`src/rtl/bgs_pkg.sv`:
```
package bgs_pkg;

    localparam int NPH = 3;

    typedef enum logic [1:0] {
        PH_IDLE = 2'b00,
        PH_GAP  = 2'b01,
        PH_HIGH = 2'b10,
        PH_LOW  = 2'b11
    } ph_state_t;

    typedef enum logic [1:0] {
        DK_FAST_DIODE = 2'b00,
        DK_FAST_SYNC  = 2'b01,
        DK_SLOW_DIODE = 2'b10,
        DK_SLOW_SYNC  = 2'b11
    } decay_t;

endpackage

```
`src/rtl/bgs_commutator.sv`:
```
module bgs_commutator
    import bgs_pkg::*;
(
    input  logic [2:0]     hall,
    input  logic           dir,
    output logic [NPH-1:0] hi_sel,
    output logic [NPH-1:0] lo_sel,
    output logic           code_ok
);
    logic [NPH-1:0] fwd_hi;
    logic [NPH-1:0] fwd_lo;

    always_comb begin
        fwd_hi  = '0;
        fwd_lo  = '0;
        code_ok = 1'b1;
        unique case (hall)
            3'b101: begin fwd_hi = 3'b001; fwd_lo = 3'b010; end
            3'b100: begin fwd_hi = 3'b001; fwd_lo = 3'b100; end
            3'b110: begin fwd_hi = 3'b010; fwd_lo = 3'b100; end
            3'b010: begin fwd_hi = 3'b010; fwd_lo = 3'b001; end
            3'b011: begin fwd_hi = 3'b100; fwd_lo = 3'b001; end
            3'b001: begin fwd_hi = 3'b100; fwd_lo = 3'b010; end
            default: code_ok = 1'b0;
        endcase
    end

    // reverse rotation swaps the roles of the two driven phases
    assign hi_sel = dir ? fwd_hi : fwd_lo;
    assign lo_sel = dir ? fwd_lo : fwd_hi;

endmodule

```
`src/rtl/bgs_drive_select.sv`:
```
module bgs_drive_select
    import bgs_pkg::*;
(
    input  logic [NPH-1:0] hi_sel,
    input  logic [NPH-1:0] lo_sel,
    input  logic           code_ok,
    input  logic           pwm,
    input  logic           decay_slow,
    input  logic           sync_rect,
    input  logic           brake_n,
    input  logic           drv_disable,
    input  logic           prot_coast,
    input  logic           prot_hs_inhibit,
    output logic [NPH-1:0] req_hi,
    output logic [NPH-1:0] req_lo
);
    decay_t decay;
    assign decay = decay_t'({decay_slow, sync_rect});

    always_comb begin
        req_hi = '0;
        req_lo = '0;
        if (drv_disable || prot_coast) begin
            req_hi = '0;
            req_lo = '0;
        end else if (!brake_n) begin
            req_lo = '1;
        end else if (code_ok) begin
            if (pwm) begin
                req_hi = hi_sel;
                req_lo = lo_sel;
            end else begin
                unique case (decay)
                    DK_FAST_DIODE: ;
                    DK_SLOW_DIODE: req_lo = lo_sel;
                    DK_FAST_SYNC: begin
                        req_hi = lo_sel;
                        req_lo = hi_sel;
                    end
                    DK_SLOW_SYNC:  req_lo = hi_sel | lo_sel;
                    default: ;
                endcase
            end
        end
        if (prot_hs_inhibit) req_hi = '0;
    end

endmodule

```
`src/rtl/bgs_phase_timer.sv`:
```
module bgs_phase_timer
    import bgs_pkg::*;
#(
    parameter int DT_W = 10
) (
    input  logic            clk,
    input  logic            rst_n,
    input  logic            req_hi,
    input  logic            req_lo,
    input  logic            boot_ok,
    input  logic [DT_W-1:0] dead_cyc,
    output logic            gate_hi,
    output logic            gate_lo
);
    ph_state_t       state_q, state_d;
    logic [DT_W-1:0] cnt_q;
    logic [DT_W:0]   cnt_inc;
    logic            gap_done;

    assign cnt_inc  = {1'b0, cnt_q} + 1'b1;
    assign gap_done = cnt_inc >= {1'b0, dead_cyc};

    always_comb begin
        state_d = state_q;
        unique case (state_q)
            PH_IDLE: begin
                if (req_lo)                state_d = PH_LOW;
                else if (req_hi && boot_ok) state_d = PH_HIGH;
            end
            PH_GAP: begin
                if (gap_done) begin
                    if (req_lo)                 state_d = PH_LOW;
                    else if (req_hi && boot_ok) state_d = PH_HIGH;
                    else                        state_d = PH_IDLE;
                end
            end
            PH_HIGH: if (!req_hi) state_d = PH_GAP;
            PH_LOW:  if (!req_lo) state_d = PH_GAP;
            default: state_d = PH_IDLE;
        endcase
    end

    always_ff @(posedge clk or negedge rst_n) begin
        if (!rst_n) begin
            state_q <= PH_IDLE;
            cnt_q   <= '0;
        end else begin
            state_q <= state_d;
            if (state_q != PH_GAP) cnt_q <= '0;
            else                   cnt_q <= cnt_inc[DT_W-1:0];
        end
    end

    always_comb begin
        gate_hi = 1'b0;
        gate_lo = 1'b0;
        unique case (state_q)
            PH_HIGH: gate_hi = 1'b1;
            PH_LOW:  gate_lo = 1'b1;
            default: ;
        endcase
    end

    // a high gate rises only after the bootstrap flag was seen set
    p_boot_before_high_r9: assert property (@(posedge clk) disable iff (!rst_n)
        $rose(gate_hi) |-> $past(boot_ok));

    // no direct hand-over between the two gates of a phase
    p_gap_after_high_r8: assert property (@(posedge clk) disable iff (!rst_n)
        $fell(gate_hi) |-> !gate_lo);

    p_gap_after_low_r8: assert property (@(posedge clk) disable iff (!rst_n)
        $fell(gate_lo) |-> !gate_hi);

endmodule

```
`src/rtl/bridge_gate_seq.sv`:
```
module bridge_gate_seq
    import bgs_pkg::*;
#(
    parameter int DT_W = 10
) (
    input  logic            clk,
    input  logic            rst_n,
    input  logic [2:0]      hall,
    input  logic            dir,
    input  logic            decay_slow,
    input  logic            sync_rect,
    input  logic            pwm,
    input  logic            brake_n,
    input  logic            drv_disable,
    input  logic            prot_coast,
    input  logic            prot_hs_inhibit,
    input  logic [2:0]      boot_ok,
    input  logic [DT_W-1:0] dead_cyc,
    output logic [2:0]      gate_hi,
    output logic [2:0]      gate_lo
);
    logic [NPH-1:0] hi_sel, lo_sel, req_hi, req_lo;
    logic           code_ok;

    bgs_commutator u_comm (
        .hall    (hall),
        .dir     (dir),
        .hi_sel  (hi_sel),
        .lo_sel  (lo_sel),
        .code_ok (code_ok)
    );

    bgs_drive_select u_sel (
        .hi_sel          (hi_sel),
        .lo_sel          (lo_sel),
        .code_ok         (code_ok),
        .pwm             (pwm),
        .decay_slow      (decay_slow),
        .sync_rect       (sync_rect),
        .brake_n         (brake_n),
        .drv_disable     (drv_disable),
        .prot_coast      (prot_coast),
        .prot_hs_inhibit (prot_hs_inhibit),
        .req_hi          (req_hi),
        .req_lo          (req_lo)
    );

    for (genvar p = 0; p < NPH; p++) begin : g_phase
        bgs_phase_timer #(.DT_W(DT_W)) u_timer (
            .clk      (clk),
            .rst_n    (rst_n),
            .req_hi   (req_hi[p]),
            .req_lo   (req_lo[p]),
            .boot_ok  (boot_ok[p]),
            .dead_cyc (dead_cyc),
            .gate_hi  (gate_hi[p]),
            .gate_lo  (gate_lo[p])
        );
    end

    // disable empties the bridge one clock later
    p_disable_coast_r7: assert property (@(posedge clk) disable iff (!rst_n)
        drv_disable |=> (gate_hi == 3'b000) && (gate_lo == 3'b000));

    // protection coast empties the bridge one clock later
    p_prot_coast_r11: assert property (@(posedge clk) disable iff (!rst_n)
        prot_coast |=> (gate_hi == 3'b000) && (gate_lo == 3'b000));

    // inhibit removes every high side one clock later
    p_hs_inhibit_r10: assert property (@(posedge clk) disable iff (!rst_n)
        prot_hs_inhibit |=> gate_hi == 3'b000);

    // an active brake never leaves a high side on
    p_brake_no_high_r6: assert property (@(posedge clk) disable iff (!rst_n)
        (!brake_n && !drv_disable && !prot_coast) |=> gate_hi == 3'b000);

endmodule

```
`config.mk`:
```
export PLATFORM = sky130hd
export DESIGN_NAME = bridge_gate_seq
export DESIGN_NICKNAME = d
export VERILOG_FILES = /design/src/rtl/bgs_pkg.sv /design/src/rtl/bgs_commutator.sv /design/src/rtl/bgs_drive_select.sv /design/src/rtl/bgs_phase_timer.sv /design/src/rtl/bridge_gate_seq.sv
export SDC_FILE = /design/constraint.sdc
export NUM_CORES = 1
export LEC_CHECK = 0
export BUFFER_PORTS_ARGS = -buffer_cell sky130_fd_sc_hd__buf_2
export CORE_MARGIN = 10
export CORE_UTILIZATION = 59
export DETAILED_ROUTE_END_ITERATION = 6
export HOLD_SLACK_MARGIN = 0.05
export MAX_ROUTING_LAYER = met4
export PLACE_DENSITY = 0.83
export RECOVER_POWER = 50
export SKIP_LAST_GASP = 1
export SYNTH_ARGS = -nofsm -noshare
export SYNTH_HDL_FRONTEND = slang
export SYNTH_SLANG_ARGS = --single-unit
```
`constraint.sdc`:
```
create_clock -name clk -period 3.2 [get_ports clk]
set_input_delay 0.32 -clock clk [delete_from_list [all_inputs] [get_ports clk]]
set_output_delay 0.32 -clock clk [all_outputs]
set_load 0.05 [all_outputs]
```
# Yosys cells after proc, flatten, opt, wreduce, memory -nomap -nowiden
# Cells that the tools add are included.
# Widths: inputs -> output; s select.
# word_totals
ff_bits,36
output_inout_bits,6
word_cells,112
# op_classes
addsub,3
bitwise,1
n_reduce_logical,17
n_eq_ne,33
magnitude_cmp,3
n_mux,49
# op_table
operator,n
$mux 2,21
$mux 3,12
$add 10x1->11 const B,3
$ge 11x10->1,3
$mux 10,3
$pmux 3 s3,3
$pmux 2 s4,3
$eq 2x2->1 const B,8
$ne 2x1->1 const B,6
$ne 2x2->1 const B,6
$reduce_and 4->1,3
$reduce_or 2->1,6
$eq 3x3->1 const B,3
$ne 3x2->1 const B,3
$eq 2x1->1 const B,4
$mux 1,7
$eq 3x2->1 const B,2
$logic_not 2->1,3
$reduce_or 6->1,1
$eq 3x1->1 const B,1
$logic_and 1x1->1,3
$or 3x3->3,1
$logic_or 1x1->1,1

# Logic depth before layout (Yosys ltp)
# Gate-level depths: netlist (run 1).
# logic_depth
word_depth,15
mapped_depth,11

# Cells and area by module
# A second synthesis (run 1) with hierarchy kept.
# hier_totals
hier_cells,287
area_unflattened_um2,2753.9
# by_module_without_submodules
mod,cells_each,area_each_um2,n_inst,seq_area_each_um2
bgs_phase_timer,83,818.3,3,300.3
bgs_drive_select,21,178.9,1,0.0
bgs_commutator,17,120.1,1,0.0

# Least setup slack after synthesis (run 1)
# Ideal clock, no wire load.
# synth_timing
kind,register to register
from,register g_phase[1].u_timer.cnt_q[2]
to,register g_phase[1].u_timer.state_q[0]
setup_ps,126
synth_period_minus_slack_ps,2350
required_time_ps,3074
slack_ps,850
arrival_time_ps,2224
stages_incl_launch_ff,11
cell_sequence,dfrtp_1 -> and4_1 -> and4_1 -> xor2_1 -> ha_1 -> a21oi_1 -> nor2b_1 -> a2111oi_0 -> o211a_1 -> a21oi_1 -> o32a_1
# synth_via
elab_chain_cells,4
# synth_lines
element,line,rtl
start: declaration,bgs_phase_timer.sv:16,logic [DT_W-1:0] cnt_q;
start signal: assignment,bgs_phase_timer.sv:50,else cnt_q <= cnt_inc[DT_W-1:0];
$add 10x1->11,bgs_phase_timer.sv:20,"assign cnt_inc = {1'b0, cnt_q} + 1'b1;"
$ge 11x10->1,bgs_phase_timer.sv:21,"assign gap_done = cnt_inc >= {1'b0, dead_cyc};"
$ne 2x1->1 (no line),--,
$reduce_and 4->1 (no line),--,
end signal: assignment,bgs_phase_timer.sv:48,state_q <= state_d;
end: declaration,bgs_phase_timer.sv:15,"ph_state_t state_q, state_d;"
# Every way passes these cells.
# A chain may end at the register's enable or synchronous reset.

# Final worst setup path (run 1)
# layout_timing
from,register g_phase[1].u_timer.cnt_q[0]
to,register g_phase[1].u_timer.state_q[0]
# Same word-level chain as after synthesis.

==> impl_metrics.yaml, run 1 <==
die:
  ios: 32
  die_w_um: 87.5
  num_rows: 24
  fp.dieArea_um2: 7650
  core_area_um2: 4380
  fp.dieH_um: 87.5
  start_util_pct: 61.3
clock_tree:
  clock_sinks: 36
  worst_skew_pair.late_latency_ns: 0.29
  clockRootBuffer: "clkbuf_8"
  htreeDepth: 2
  post_cts_resized: 0
  cts_tree: "yes"
  postCtsSetupRepairBufs: 0
  clkTransAtPathRegs_ns: 0.07
  holdBufCountCts: 0
  numCtsBuffers: 5
  clk_path_buf_depth: 2
grt:
  grt_overflow_total: 0
  grt_pass1_vias: 2159
  grt_max_degree: 37
  use_met1_pct: 21.0
  grt_util_all_layers_pct: 16.5
  grt_pass1_wl_mm: 9.89
  met2_usage_pct: 25.1
  gr-usage-met3_pct: 4.68
  antenna_found_initial: 0
  grt_busiest_layer: "met2"
cells_and_area:
  final_layout_size_suffix_gt1_share_pct: 13.5
  fillerInstances: 369
  areaGrowthSynthToFinish_pct: 9.12
  stdcell_count: 371
  nets: 377
  diodes: 0
synthesis:
  synth-seq-cells: 36
  synth_cells: 291
  synth_cell_types: 42
  netlist_area_um2: 2690
  yosysSeqAreaShare_pct: 33.5
  synth_enable_flop_cells: 0
  synthTopCellsByArea: "dfrtp_1, ha_1, nor2b_1"
  yosys_warnings: 0
  synth_top_area_share_pct: 33.5
  synthMostInstantiatedCell: "dfrtp_1"
  synth.avg_cell_area_um2: 9.24
  syn-num-nets: 350
  async_flop_share_pct: 100
  netlist_top_cells_count: "dfrtp_1, ha_1, nor2b_1"
  synth_flop_cell: "dfrtp_1"
  synth_top_cell_by_area: "dfrtp_1"
detailed_routing:
  vias: 2180
  ant_nets: 0
  drc: 0
  first_iter_violations: 108
  totalWireLength_mm: 5.76
  first_pass_iters: 4
  post_drt_wl_per_cell_um: 15.5
  via_per_inst: 5.88
timing:
  relSlewSlack_pct: -28.1
  fin_ws_ns: 0.561
  finalSetupTns_ns: 0
  hold_violations: 0
  period_minus_slack_ns: 2.64
  rsz0062_at_grt: "false"
  worst_pin_slew_ns: 1.92
  whs_ns: 0.356
  max_freq_mhz: 379
  skew_ns: 0.00733
  setup_viol: 0
  slew_violations: 37
  post-route-period-util_pct: 82.5
pwr:
  p_sw_uw: 624
  power.share.clock_pct: 20.9
  swShare_pct: 39.8
  peakVddDrop_v: 0.000384
  combPwrFrac_pct: 38.0
  p_per_area_nw_per_um2: 535
  power_leakage_uw: 0.00152
  p_int_uw: 945
  sequentialPowerShare_pct: 41.0
run_status:
  violations: "capacitance limit, slew limit"
  status: "finished, violations left"
worst_setup_path:
  reg2regPathDepth: 10
  path_cells: "ha_1, and4_1, xor2_1, ha_1, a21oi_1, nor2b_1, a2111oi_0, o211a_1, a21oi_1, o32a_1"
  critPathLaunchType: "flip-flop"
  cp_top_family: "compound AO/OA/AOI/OAI gates"
  r2r-start: "g_phase[1].u_timer.cnt_q[0]$_DFF_PN0_"
  crit_start: "g_phase[1].u_timer.cnt_q[0]$_DFF_PN0_"
  path_max_fanout: 7
  rrSetupSlack_ns: 0.56
  r2r-end: "g_phase[1].u_timer.state_q[0]$_DFFE_PN0P_"
  critPathMaxStageDelay_ns: 0.46
  crit_cells: 10
  crit_slowest_cell: "dfrtp_1"
  worst-path-buf-inv: 0
  worst_setup_path_end_kind: "flip-flop"
  required_ns: 3.38
  critPathArrivalTime_ns: 2.82
  critical_path_class: "reg -> reg"
  crit_end: "g_phase[1].u_timer.state_q[0]$_DFFE_PN0P_"
worst_hold_path:
  hold_path.class: "in -> reg"
  hold_path.startpoint: "boot_ok[0]"
placed_design:
  pre_cts_slack_ns: 0.637
  dp_hpwl_mm: 4.47
  gp_congestion: 0.881
  numPortBuffers: 31
  place_inst: 363
run:
  drv_cap: 1
state kept, by name (all words and copies together) (netlist names):
| register | count |
|---|---|
| g_phase.u_timer.state_q | 6 |
| g_phase.u_timer.cnt_q | 30 |
power by group through the flow:
stage	Sequential (uW)	Combinational, uW	Clock, uW
floorplan	624	475	0
finish	644	596	329
detailed placement	649	595	0
global placement	646	575	0
global route	660	681	360
CTS	641	600	336
placed cells by master (no fill, tap or decap), types with 2 or more instances in the layout:
master,synthesis,final
clkinv_2,0,2
ha_1,33,33
mux2i_1,4,4
clkbuf_8,0,6
buf_2,2,30
nand3_1,20,20
or3_1,2,2
dfrtp_1,36,36
o311ai_1,2,2
xor2_1,9,9
nand2_1,16,16
a31oi_1,3,3
nor2_1,16,16
o221ai_2,2,2
nor3b_1,4,4
nor2b_1,28,28
xnor2_1,15,15
a21oi_1,13,13
and4_1,4,4
nand4_1,5,5
and3_1,10,10
nand2b_1,3,3
a22oi_1,4,4
a21o_1,5,5
and3b_1,2,2
inv_1,14,14
and2_1,3,3
o21ai_0,10,10
a211oi_1,4,4
logic make-up (layout without fill, tap and decap cells):
logic type | after synthesis | after routing | share of synthesized area [%]
compound gates | 52 | 52 | 13.3
xor+xnor | 24 | 24 | 7.82
fa+ha+maj | 33 | 33 | 15.4
buf+inv | 26 | 54 | 4.56
flops | 36 | 36 | 33.5
mux | 4 | 4 | 1.49
simple gates | 116 | 116 | 24.0
stage by stage:
stage / area, um2 / power [uW] / utilization (%)
2_1_floorplan: 2690 / 1100 / -
3_3_place_gp: 2840 / 1220 / 64.8
3_5_place_dp: 2840 / 1240 / 64.8
4_1_cts: 2930 / 1580 / 66.9
5_1_grt: 2930 / 1700 / 66.9
6_report: 2930 / 1570 / 66.9
cell type report:
| type | count | area, um2 | area share (%) |
|---|---|---|---|
| clock inverters | 2 | 10.0 | 0.341 |
| well taps | 52 | 65.1 | 2.22 |
| multi-input cells | 229 | 1660 | 56.7 |
| repair buffers | 31 | 154 | 5.25 |
| clock buffers | 6 | 82.6 | 2.82 |
| flip-flops and latches | 36 | 901 | 30.7 |
| inverters | 15 | 56.3 | 1.92 |
how the worst min path moves through the flow:
stage                     slack [ns]                                         to  cells past startpoint
after floorplan                 0.02      g_phase[0].u_timer.cnt_q[0]$_DFF_PN0_                      0
after global routing            0.37  g_phase[0].u_timer.state_q[1]$_DFFE_PN0P_                      3
after global placement          0.46      g_phase[0].u_timer.cnt_q[8]$_DFF_PN0_                      1
final                           0.36  g_phase[0].u_timer.state_q[1]$_DFFE_PN0P_                      3
after detailed placement        0.45      g_phase[1].u_timer.cnt_q[5]$_DFF_PN0_                      1
after CTS                       0.14      g_phase[1].u_timer.cnt_q[0]$_DFF_PN0_                      1
worst register-to-register path, cell delays in order, from the launching register on:
cell and delay [ns]:
dfrtp_1 0.46, ha_1 0.26, and4_1 0.25, xor2_1 0.21
ha_1 0.28, a21oi_1 0.15, nor2b_1 0.06, a2111oi_0 0.39
o211a_1 0.26, a21oi_1 0.05, o32a_1 0.17
per-layer routing:
layer  wire length [um]  up-vias
met5                  0        -
met4                 59        0
met3                219        9
met2               2790       40
met1               2680     1041
li1                   -     1090
Power figures use the tool's default switching activity.
==> run 2: changes to the inputs <==
Clock period 3.2 ns to 2.65 ns, I/O delays scaled along.
==> run 2 against run 1 <==
Compared with the run above: the flow still finishes with violations (capacitance limit, slew limit); final area increased by 3.2%; die area unchanged; critical path depth unchanged; sequential cell count unchanged; cell count increased by 1.9%; hold slack got worse by 0.052 ns; utilization increased by 2.1 points; clock-buffer cell count unchanged; clock power increased by 45%; sequential share of layout area decreased by 0.91 points; via count increased by 1.3%; total power increased by 31%.
==> impl_metrics.yaml, run 2 (same netlist as run 1, synthesis figures left out) <==
detailed_routing:
  via_per_inst: 5.84
  totalWireLength_mm: 6.08
  first_iter_violations: 79
  drc: 0
  vias: 2208
  first_pass_iters: 5
  ant_nets: 0
  post_drt_wl_per_cell_um: 16.1
cells_and_area:
  largest_reg_flops: 30
  layout_commonest_cell: "dfrtp_1"
  regMostFlops: "g_phase.u_timer.cnt_q"
  stdcell_count: 378
  nets: 384
  fillerInstances: 360
  final_util_pct: 69.0
  diodes: 0
  areaGrowthSynthToFinish_pct: 12.6
  reg_top3: "g_phase.u_timer.cnt_q x30, g_phase.u_timer.state_q x6"
  most-common-layout-cells: "dfrtp_1, ha_1, buf_2, nor2b_1, nand3_1"
  final_layout_size_suffix_gt1_share_pct: 17.5
worst_hold_path:
  hold_path.startpoint: "boot_ok[0]"
  min_path_cells: 3
  min_to: "g_phase[0].u_timer.state_q[1]$_DFFE_PN0P_"
  hold_path.class: "in -> reg"
placed_design:
  place_inst: 365
  gp_congestion: 0.923
  numPortBuffers: 31
  dp_hpwl_mm: 4.56
clock_tree:
  numCtsBuffers: 5
  clock_sinks: 36
  clk_path_buf_depth: 2
  clockRootBuffer: "clkbuf_8"
  clkTransAtPathRegs_ns: 0.08
  htreeDepth: 2
  cts_tree: "yes"
  worst_skew_pair.late_latency_ns: 0.30
pwr:
  p_per_area_nw_per_um2: 677
  power_leakage_uw: 0.00156
  peakVddDrop_v: 0.000518
timing:
  rsz0062_at_grt: "true"
  skew_ns: 0.0153
  hold_violations: 0
  period_minus_slack_ns: 2.58
  relSlewSlack_pct: -28.0
  slew_violations: 37
  post-route-period-util_pct: 97.4
  setup_viol: 0
  worst_pin_slew_ns: 1.92
  max_freq_mhz: 388
die:
  num_rows: 24
  start_util_pct: 61.3
  core_area_um2: 4380
  die_w_um: 87.5
  fp.dieH_um: 87.5
  ios: 32
  fp.dieArea_um2: 7650
run_status:
  violations: "capacitance limit, slew limit"
  status: "finished, violations left"
worst_setup_path:
  worst-path-buf-inv: 0
  cp_top_family: "compound AO/OA/AOI/OAI gates"
  required_ns: 2.84
  path_cells: "and4_4, and4_1, xor2_1, ha_1, a21oi_1, nor2b_1, a2111oi_2, o211a_1, a21oi_1, o32a_1"
  r2r-start: "g_phase[1].u_timer.cnt_q[2]$_DFF_PN0_"
  critPathMaxStageDelay_ns: 0.41
  critPathArrivalTime_ns: 2.77
  crit_slowest_cell: "dfrtp_1"
  r2r-end: "g_phase[1].u_timer.state_q[0]$_DFFE_PN0P_"
  critical_path_class: "reg -> reg"
  reg2regPathDepth: 10
  cp_common_cell: "a21oi_1"
  worst_setup_path_end_kind: "flip-flop"
  rrSetupSlack_ns: 0.07
  path_max_fanout: 5
  critPathLaunchType: "flip-flop"
grt:
  antenna_found_initial: 0
  grt_util_all_layers_pct: 16.4
  grt_pass1_wl_mm: 9.85
  grt_overflow_total: 0
  grt_max_degree: 37
  grt_pass1_vias: 2182
run:
  drv_cap: 1
run 2: cell types whose count changed in the layout (fill, tap and decap cells not counted), moves of 2 or more:
cell / before / now
ha_2: 0 / 2
and4_1: 4 / 2
buf_4: 0 / 7
ha_1: 33 / 31
run 2: worst max path at each step:
stage                                                startpoint                                   endpoint  slack (ns)  cells after the start
after floorplan           g_phase[1].u_timer.cnt_q[2]$_DFF_PN0_  g_phase[1].u_timer.state_q[0]$_DFFE_PN0P_        0.30                     10
after global placement    g_phase[1].u_timer.cnt_q[0]$_DFF_PN0_  g_phase[1].u_timer.state_q[0]$_DFFE_PN0P_        0.17                     10
after detailed placement  g_phase[1].u_timer.cnt_q[2]$_DFF_PN0_  g_phase[1].u_timer.state_q[0]$_DFFE_PN0P_       -0.02                     10
after CTS                 g_phase[1].u_timer.cnt_q[2]$_DFF_PN0_  g_phase[1].u_timer.state_q[0]$_DFFE_PN0P_        0.02                     10
after global routing      g_phase[1].u_timer.cnt_q[2]$_DFF_PN0_  g_phase[1].u_timer.state_q[0]$_DFFE_PN0P_       -0.07                     10
final                     g_phase[1].u_timer.cnt_q[2]$_DFF_PN0_  g_phase[1].u_timer.state_q[0]$_DFFE_PN0P_        0.07                     10
run 2: final cells by class:
| type | count | area (um2) | area share [%] |
|---|---|---|---|
| clock inverters | 2 | 35.0 | 1.16 |
| multi-input cells | 229 | 1690 | 55.8 |
| well taps | 52 | 65.1 | 2.15 |
| flip-flops and latches | 36 | 902 | 29.8 |
| repair buffers | 38 | 206 | 6.82 |
| inverters | 15 | 56.3 | 1.86 |
| clock buffers | 6 | 72.6 | 2.40 |
run 2: per-layer routing:
layer	vias up	GRT usage, %	share of wire, %
li1	1100	-	-
met1	1045	20.7	46
met2	51	24.7	48
met3	12	3.56	4.1
met4	0	6.67	2.0
met5	-	-	0
run 2: report_power, final:
group,internal [uW],switching [uW],leakage (uW)
Combinational,335,467,0.00102
Sequential,649,123,0.000484
Clock,279,196,0.0000552
Total,1260,787,0.00156
run 2: worst reg2reg max path: stages (launching register included):
cell and delay [ns]:
dfrtp_1 0.41, and4_4 0.26, and4_1 0.25, xor2_1 0.21
ha_1 0.28, a21oi_1 0.19, nor2b_1 0.08, a2111oi_2 0.35
o211a_1 0.22, a21oi_1 0.04, o32a_1 0.18
run 2: metrics by stage:
| stage | setup WS [ns] | cell area [um2] | power (uW) | hold WS, ns | setup TNS, ns |
|---|---|---|---|---|---|
| after floorplan | 0.300 | 2690 | 1330 | -0.0306 | 0 |
| after global placement | 0.174 | 2860 | 1490 | 0.396 | 0 |
| after detailed placement | -0.0180 | 2860 | 1520 | 0.406 | -0.0180 |
| after CTS | 0.0235 | 2970 | 2030 | 0.0845 | 0 |
| after global routing | -0.0666 | 3030 | 2180 | 0.333 | -0.114 |
| final | 0.0700 | 3030 | 2050 | 0.304 | 0 |
run 2: timing repair:
item / 4_1_cts / 5_1_grt
endpoints found under the setup margin: 1 / 5
pin swaps: 1 / 1
setup buffers: 1 / 4
hold buffers: 0 / 0
gates resized for setup: 0 / 9
==> run 3: changes to the inputs <==
Settings changed: CORE_UTILIZATION 59 to 25, PLACE_DENSITY 0.83 to 0.44.
Clock period 2.65 ns to 2.2 ns, I/O delays scaled along.
==> run 3 against run 2 <==
Compared with the run above: the flow finishes with violations (setup timing); sequential power up 16%; critical endpoint unchanged; clock skew is 0.00078 ns lower; non-clock buffer count is 31 higher; routed wire length is 14% higher.
==> impl_metrics.yaml, run 3 (same netlist as run 1, synthesis figures left out) <==
run_status:
  status: "finished, violations left"
  violations: "setup timing"
detailed_routing:
  post_drt_wl_per_cell_um: 14.1
  vias: 2251
  drc: 0
  first_iter_violations: 97
  ant_nets: 0
  via_per_inst: 4.57
  totalWireLength_mm: 6.96
  first_pass_iters: 4
worst_setup_path:
  critPathArrivalTime_ns: 2.47
  required_ns: 2.39
  critical_path_class: "reg -> reg"
  worst_setup_path_end_kind: "flip-flop"
  critPathLaunchType: "flip-flop"
  path_max_fanout: 4
grt:
  grt_overflow_total: 0
  grt_util_all_layers_pct: 9.69
  grt_pass1_wl_mm: 11.4
  grt_pass1_vias: 2309
  antenna_found_initial: 0
  grt_max_degree: 37
die:
  die_w_um: 124
  core_area_um2: 10400
  start_util_pct: 25.8
  fp.dieH_um: 124
  ios: 32
  fp.dieArea_um2: 15300
  num_rows: 37
timing:
  hold_violations: 0
  period_minus_slack_ns: 2.28
  skew_ns: 0.0145
  setup_viol: 5
  relSlewSlack_pct: 36.6
  worst_pin_slew_ns: 0.951
  fin_ws_ns: -0.0848
  max_freq_mhz: 438
  post-route-period-util_pct: 104
  rsz0062_at_grt: "true"
  slew_violations: 0
pwr:
  power_leakage_uw: 0.00178
  p_per_area_nw_per_um2: 758
  peakVddDrop_v: 0.000258
  combPwrFrac_pct: 47.4
  p_int_uw: 1620
  power.share.clock_pct: 18.9
  p_sw_uw: 1040
  sequentialPowerShare_pct: 33.6
  swShare_pct: 39.2
clock_tree:
  clkTransAtPathRegs_ns: 0.08
  clk_path_buf_depth: 2
  worst_skew_pair.late_latency_ns: 0.30
  cts_tree: "yes"
  htreeDepth: 2
  numCtsBuffers: 5
  clockRootBuffer: "clkbuf_8"
  clock_sinks: 36
cells_and_area:
  areaGrowthSynthToFinish_pct: 30.8
  reg_top3: "g_phase.u_timer.cnt_q x30, g_phase.u_timer.state_q x6"
  final_layout_size_suffix_gt1_share_pct: 31.1
  layout_commonest_cell: "buf_4"
  regMostFlops: "g_phase.u_timer.cnt_q"
  largest_reg_flops: 30
  stdcell_count: 493
  nets: 415
  final_util_pct: 33.7
  most-common-layout-cells: "buf_4, dfrtp_1, buf_2, ha_1, nor2b_1"
  diodes: 0
  fin_area_um2: 3510
placed_design:
  placed_cell_area_um2: 3200
  numPortBuffers: 31
  dp_hpwl_mm: 5.46
  pre_cts_slack_ns: -0.169
  gp_congestion: 0.858
  place_inst: 476
run:
  drv_cap: 0
worst_hold_path:
  hold_path.class: "in -> async"
==> run 3: changes by cell type in the layout (fill, tap and decap cells not counted), sizes merged <==
cell      before  now
bufinv         1    0
buf           37   68
clkbuf         7    8
clkinvlp       0    1
clkinv         1    0
==> run 3: power by group through the flow <==
stage	Combinational (uW)	Clock (uW)	Sequential (uW)
finish	1260	505	896
global route	1430	554	920
CTS	1220	520	886
detailed placement	1180	0	899
global placement	1170	0	894
floorplan	718	0	908
==> run 3: what timing repair did <==
item	4_1_cts	5_1_grt
setup endpoints to repair	5	6
buffers inserted	4	5
hold buffers	0	0
hold endpoints to repair	0	0
pin swaps	16	26
gates resized for setup	7	24
==> run 3: routing by layer <==
layer	global-route usage (%)	part of all wire [%]	wire [um]
met5	-	0	0
met4	2.84	1.1	74
met3	2.13	3.6	249
met2	13.9	42	2930
met1	13.3	53	3700
==> run 3: worst max-delay path, stage by stage, from the launching register on <==
cell,delay [ns]
dfrtp_1,0.35
and4_4,0.25
nand4_1,0.17
xnor2_2,0.24
ha_1,0.26
and3_4,0.19
a2111oi_4,0.28
o211a_1,0.25
a21oi_2,0.04
o32a_1,0.15
==> run 3: layout make-up <==
| cell class | count | area (um2) |
|---|---|---|
| well taps | 136 | 170 |
| clock inverters | 1 | 7.51 |
| multi-input cells | 229 | 1850 |
| fillers | 1123 | 6900 |
| clock buffers | 7 | 86.3 |
| repair buffers | 69 | 444 |
| inverters | 15 | 56.3 |
| flip-flops and latches | 36 | 901 |
==> run 3: worst paths after layout <==
kind / depth (start not counted) / startpoint / slack (ns) / to
max reg2reg: 9 / g_phase[1].u_timer.cnt_q[3]$_DFF_PN0_ / -0.08 / g_phase[1].u_timer.state_q[0]$_DFFE_PN0P_
min in group clk: 3 / boot_ok[0] / 0.25 / g_phase[0].u_timer.state_q[1]$_DFFE_PN0P_
min: 1 / rst_n / 0.06 / g_phase[0].u_timer.cnt_q[6]$_DFF_PN0_
max: 9 / g_phase[1].u_timer.cnt_q[3]$_DFF_PN0_ / -0.08 / g_phase[1].u_timer.state_q[0]$_DFFE_PN0P_
min reg2reg: 2 / g_phase[2].u_timer.cnt_q[0]$_DFF_PN0_ / 0.56 / g_phase[2].u_timer.cnt_q[0]$_DFF_PN0_
max in group asynchronous: 1 / rst_n / 1.55 / g_phase[0].u_timer.cnt_q[7]$_DFF_PN0_
==> run 3: metrics by stage <==
stage               setup TNS [ns]  hold slack [ns]  power, uW
global route                 -1.03            0.154       2900
global placement            -0.267            0.389       2060
CTS                         -0.331           0.0665       2630
finish                      -0.187           0.0625       2670
detailed placement          -0.495            0.390       2080
floorplan                  -0.0391          -0.0756       1630
